===== src/rtl/pal_pkg.sv =====
package pal_pkg;

    localparam int N_IN   = 4;
    localparam int N_OUT  = 3;
    localparam int N_LIT  = 2 * N_IN;
    localparam int N_TERM = 8;
    localparam int CFG_W  = N_TERM * N_LIT;

    typedef logic [N_LIT-1:0]              lit_vec_t;
    typedef lit_vec_t [N_TERM-1:0]         plane_t;
    typedef logic [N_TERM-1:0]             term_vec_t;

    // Fixed allocation of product terms to outputs.
    function automatic int grp_base(input int o);
        return (o == 0) ? 0 : ((o == 1) ? 3 : 6);
    endfunction

    function automatic int grp_size(input int o);
        return (o == 2) ? 2 : 3;
    endfunction

    // Literal lines for one input vector: bit 2i true, bit 2i+1 complement.
    function automatic lit_vec_t literals(input logic [N_IN-1:0] x);
        lit_vec_t l;
        for (int i = 0; i < N_IN; i++) begin
            l[2*i]   = x[i];
            l[2*i+1] = ~x[i];
        end
        return l;
    endfunction

endpackage


===== src/rtl/pal_cfg_chain.sv =====
module pal_cfg_chain
    import pal_pkg::*;
#(
    parameter int TERMS = N_TERM,
    parameter int LITS  = N_LIT,
    localparam int W    = TERMS * LITS
) (
    input  logic                  clk,
    input  logic                  rst,
    input  logic                  shift_en,
    input  logic                  shift_bit,
    input  logic                  commit,
    output logic [TERMS-1:0][LITS-1:0] mask,
    output logic                  tail
);

    logic [W-1:0] chain_q;
    logic [W-1:0] store_q;

    always_ff @(posedge clk) begin
        if (rst) begin
            chain_q <= '1;
        end else if (shift_en) begin
            chain_q <= {chain_q[W-2:0], shift_bit};
        end
    end

    always_ff @(posedge clk) begin
        if (rst) begin
            store_q <= '1;
        end else if (commit) begin
            store_q <= chain_q;
        end
    end

    assign tail = chain_q[W-1];

    // Term 0 was shifted first, so it sits at the top of the store.
    for (genvar t = 0; t < TERMS; t++) begin : g_unpack
        assign mask[t] = store_q[W-1-t*LITS -: LITS];
    end

    // reset leaves every connection intact
    a_r1_reset_intact: assert property (@(posedge clk)
        rst |=> (&chain_q && &store_q));

    // one bit per enabled edge moves toward the tail
    a_r2_chain_advance: assert property (@(posedge clk) disable iff (rst)
        shift_en |=> tail == $past(chain_q[W-2]));

    a_r2_chain_hold: assert property (@(posedge clk) disable iff (rst)
        !shift_en |=> $stable(chain_q));

    // no commit, no change to the active store
    a_r3_store_hold: assert property (@(posedge clk) disable iff (rst)
        !commit |=> $stable(store_q));

    // commit captures the pre-edge chain even with a shift alongside
    a_r4_commit_pre_shift: assert property (@(posedge clk) disable iff (rst)
        commit |=> store_q == $past(chain_q));

endmodule


===== src/rtl/pal_and_plane.sv =====
module pal_and_plane
    import pal_pkg::*;
#(
    parameter int INPUTS = N_IN,
    parameter int TERMS  = N_TERM,
    localparam int LITS  = 2 * INPUTS
) (
    input  logic [INPUTS-1:0]          din,
    input  logic [TERMS-1:0][LITS-1:0] mask,
    output logic [TERMS-1:0]           term
);

    logic [LITS-1:0] lines;

    always_comb begin
        for (int i = 0; i < INPUTS; i++) begin
            lines[2*i]   = din[i];
            lines[2*i+1] = ~din[i];
        end
    end

    // A blown connection (0) forces that literal to 1 in the product.
    for (genvar t = 0; t < TERMS; t++) begin : g_term
        assign term[t] = &(~mask[t] | lines);
    end

endmodule


===== src/rtl/pal_or_plane.sv =====
module pal_or_plane
    import pal_pkg::*;
#(
    parameter int TERMS   = N_TERM,
    parameter int OUTPUTS = N_OUT
) (
    input  logic [TERMS-1:0]   term,
    output logic [OUTPUTS-1:0] dout
);

    for (genvar o = 0; o < OUTPUTS; o++) begin : g_out
        localparam int BASE = grp_base(o);
        localparam int CNT  = grp_size(o);
        assign dout[o] = |term[BASE +: CNT];
    end

endmodule


===== src/rtl/pal_cell.sv =====
module pal_cell
    import pal_pkg::*;
(
    input  logic             clk,
    input  logic             rst,
    input  logic             cfg_shift,
    input  logic             cfg_bit,
    input  logic             cfg_commit,
    input  logic [N_IN-1:0]  din,
    output logic [N_OUT-1:0] dout,
    output logic             cfg_tail
);

    plane_t    mask;
    term_vec_t term;

    pal_cfg_chain #(.TERMS(N_TERM), .LITS(N_LIT)) u_chain (
        .clk       (clk),
        .rst       (rst),
        .shift_en  (cfg_shift),
        .shift_bit (cfg_bit),
        .commit    (cfg_commit),
        .mask      (mask),
        .tail      (cfg_tail)
    );

    pal_and_plane #(.INPUTS(N_IN), .TERMS(N_TERM)) u_and (
        .din  (din),
        .mask (mask),
        .term (term)
    );

    pal_or_plane #(.TERMS(N_TERM), .OUTPUTS(N_OUT)) u_or (
        .term (term),
        .dout (dout)
    );

    // a fully intact plane drives every output low
    a_r6_intact_zero: assert property (@(posedge clk) disable iff (rst)
        (&mask) |-> dout == '0);

    // outputs low on the cycle after reset
    a_r1_reset_outputs: assert property (@(posedge clk)
        rst |=> dout == '0);

endmodule


===== config.mk =====
export PLATFORM = sky130hd
export DESIGN_NAME = pal_cell
export DESIGN_NICKNAME = d
export VERILOG_FILES = /design/src/rtl/pal_pkg.sv /design/src/rtl/pal_cfg_chain.sv /design/src/rtl/pal_and_plane.sv /design/src/rtl/pal_or_plane.sv /design/src/rtl/pal_cell.sv
export SDC_FILE = /design/constraint.sdc
export NUM_CORES = 1
export LEC_CHECK = 0
export ABC_AREA = 0
export BUFFER_PORTS_ARGS = -buffer_cell sky130_fd_sc_hd__buf_2
export CORE_MARGIN = 2
export CORE_UTILIZATION = 25
export CTS_CLUSTER_DIAMETER = 30
export CTS_CLUSTER_SIZE = 10
export DETAILED_ROUTE_END_ITERATION = 8
export HOLD_SLACK_MARGIN = 0.05
export PLACE_DENSITY = 0.51
export SETUP_SLACK_MARGIN = 0.05
export SYNTH_ARGS = -nofsm -noshare
export SYNTH_HDL_FRONTEND = slang
export SYNTH_HIERARCHICAL = 1
export SYNTH_SLANG_ARGS = --single-unit

===== constraint.sdc =====
create_clock -name clk -period 4.1 [get_ports clk]
set_input_delay 1.025 -clock clk [delete_from_list [all_inputs] [get_ports clk]]
set_output_delay 1.025 -clock clk [all_outputs]
set_load 0.01 [all_outputs]

==> flow_summary.yaml <==
global_routing:
  grt_pass1_wl_um: 16000
  grt_overflow: 0
  grt_pass1_vias: 3208
  antenna_found_initial: 0
  grt_max_degree: 74
  grtUsageTotal: 0.0932
pwr:
  power_density_mw_per_mm2: 517
  power.share.sequential: 0.448
  combPwrFrac: 0.074
  clkPwrFrac: 0.478
  p_sw_uw: 660
  power_mw: 3.08
  p_leak_nw: 2.33
  power.internal_mw: 2.42
  ir_drop_v: 0.000263
  p_sw_frac: 0.215
worst_setup_path:
  cp_cell_sequence: "buf_2 > mux2i_1 > and4_1 > or3_1 > buf_2"
  r2r-end: "u_chain/store_q[41]"
  crit_end: "dout[0]"
  r2r_start: "u_chain/store_q[41]"
  cp.required_ns: 3.07
  path_class: "in -> out"
  cp_common_cell: "buf_2"
  cp.arrival_ns: 2.22
  cp_max_fo: 8
  critPathLaunchType: "primary input"
  r2r_slack_ns: 3.28
  critical_path.slowest_cell: "or3_1"
  r2r_cells: 2
  endpoint_kind: "primary output"
  crit_start: "din[2]"
  critical_path.max_stage_delay_ns: 0.41
drt:
  wirelength_um: 9590
  drc: 0
  vias: 3329
  ant_nets: 0
  vias_per_cell: 4.44
  drt-initial-drc-count: 178
  drtPass1Iterations: 6
  wl_per_cell_um: 12.8
die:
  start_util: 0.252
  die_w_um: 149
  io_pins: 13
  die_h_um: 149
  die_area_mm2: 0.0222
  core_area_mm2: 0.0208
  row_count: 53
cells_and_area:
  fin_nets: 471
  n_fill_cell: 2158
  n_antenna_cell: 0
  drive_gt1_frac: 0.0926
  syn2layout_area_growth_pct: 13.3
yosys:
  syn-cell-area_mm2: 0.00525
  synth_largest_area_cell: "dfxtp_1"
  synth_top_cell_area_share: 0.488
  synth_area_per_cell_um2: 11.1
  syn_nets: 482
  ys_warn_count: 6
  yosysSeqAreaShare: 0.488
  synth_cells: 473
  synthTopCellsByArea: "dfxtp_1 (49%), a211o_1 (21%), nor2b_1 (15%)"
  ys_ff_latch: 128
  synth.distinct_cells: 11
sta:
  fin_tns_setup_ns: 0
  slew_violations: 0
  rsz0062_at_grt: "false"
  clock_skew_ns: 0.00775
  timing_hold_violations_final: 0
  worst_slew_pin_slew_ns: 0.623
  fmaxAchievable_mhz: 308
  setup_viol: 0
  period_share: 0.792
  fin_crit_ns: 3.25
  max_slew_margin: 0.584
clock_network:
  cts.htree.levels: 4
  clock-root-buffer: "clkbuf_16"
  post_cts_buffers: 0
  cts_buffers: 17
  clk_latency_ns: 0.41
  numClockSinks: 128
  cts_hold_buf: 0
  cts_buffer_depth: 2
  tritoncts: "yes"
  cts.clk_slew.worst_paths_ns: 0.05
  cts.repair.resized: 0
run_status:
  outcome: "finished clean"
placement:
  hpwl_um: 5660
  port_buffers: 12
  globalplace.congestion: 0.678
min_path:
  hold_class: "reg -> reg"
job:
  drv_cap: 0
==> metal layers <==
metal	global-route usage	vias to the layer above	share of wire
met5	0	-	0
met4	0.0400	0	0.016
met3	0.0385	15	0.043
met2	0.146	37	0.46
met1	0.112	1593	0.48
li1	-	1684	-
==> Yosys cell counts <==
master,count
nor2b_1,128
clkbuf_1,3
or2_2,1
buf_4,2
a211o_1,128
and4_1,8
buf_2,21
dfxtp_1,128
buf_6,20
mux2i_1,32
or3_1,2
==> power by group through the flow <==
stage | sequential [mW] | clock, mW | combinational (mW)
2_1_floorplan | 1.39 | 0 | 0.215
3_3_place_gp | 1.40 | 0 | 0.223
3_5_place_dp | 1.40 | 0 | 0.231
4_1_cts | 1.38 | 1.52 | 0.232
5_1_grt | 1.39 | 1.57 | 0.257
6_report | 1.38 | 1.47 | 0.229
==> sequential cells by signal, summed over array words and instances (netlist names) <==
name             flops
u_chain/chain_q     64
u_chain/store_q     64
==> per-stage QoR <==
stage,hold WS [ns],instances,utilization,worst slack [ns],area (um^2)
global placement,0.462,718,0.257,0.855,5360
global route,0.501,750,0.286,0.781,5950
floorplan,0.452,473,-,1.23,5250
detailed placement,0.474,718,0.257,0.821,5360
CTS,0.485,750,0.286,0.820,5950
finish,0.483,750,0.286,0.855,5950
==> worst min-delay path by stage <==
| stage | start | cells past startpoint | slack (ns) | end |
|---|---|---|---|---|
| 5_1_grt | u_chain/chain_q[7] | 1 | 0.50 | u_chain/store_q[7] |
| 2_1_floorplan | u_chain/chain_q[60] | 1 | 0.45 | u_chain/chain_q[61] |
| 3_3_place_gp | u_chain/chain_q[8] | 1 | 0.46 | u_chain/store_q[8] |
| 4_1_cts | u_chain/chain_q[63] | 1 | 0.48 | u_chain/store_q[63] |
| 6_report | u_chain/chain_q[63] | 1 | 0.48 | u_chain/store_q[63] |
| 3_5_place_dp | u_chain/chain_q[32] | 1 | 0.47 | u_chain/store_q[32] |
==> area by class of cell <==
| class | instances | area (um^2) | area share |
|---|---|---|---|
| clock buffers | 27 | 513 | 0.0862 |
| clock inverters | 5 | 75.1 | 0.0126 |
| multi-input cells | 299 | 2330 | 0.392 |
| flip-flops and latches | 128 | 2560 | 0.431 |
| well taps | 275 | 344 | 0.0578 |
| repair buffers | 16 | 123 | 0.0206 |
==> cell usage in the layout (no fill, tap or decap), drive strengths merged <==
cell / synthesis / layout
bufinv: 0 / 2
clkbuf: 3 / 27
dfxtp: 128 / 128
buf: 43 / 16
clkinv: 0 / 3
mux2i: 32 / 32
or2: 1 / 1
and4: 8 / 8
nor2b: 128 / 128
a211o: 128 / 128
or3: 2 / 2
==> cell families (layout without fill, tap and decap cells) <==
family,count (synthesis),after routing,synth area share
simple gates,139,139,0.169
compound gates,128,128,0.214
flops,128,128,0.488
buf+inv,46,48,0.0679
mux,32,32,0.0610
==> worst max-delay path, delay by kind of cell <==
family | cells | cell delay, ns
buffers and inverters | 2 | 0.46
multiplexers | 1 | 0.12
AND/OR/NAND/NOR | 2 | 0.61
Power figures use the tool's default switching activity.
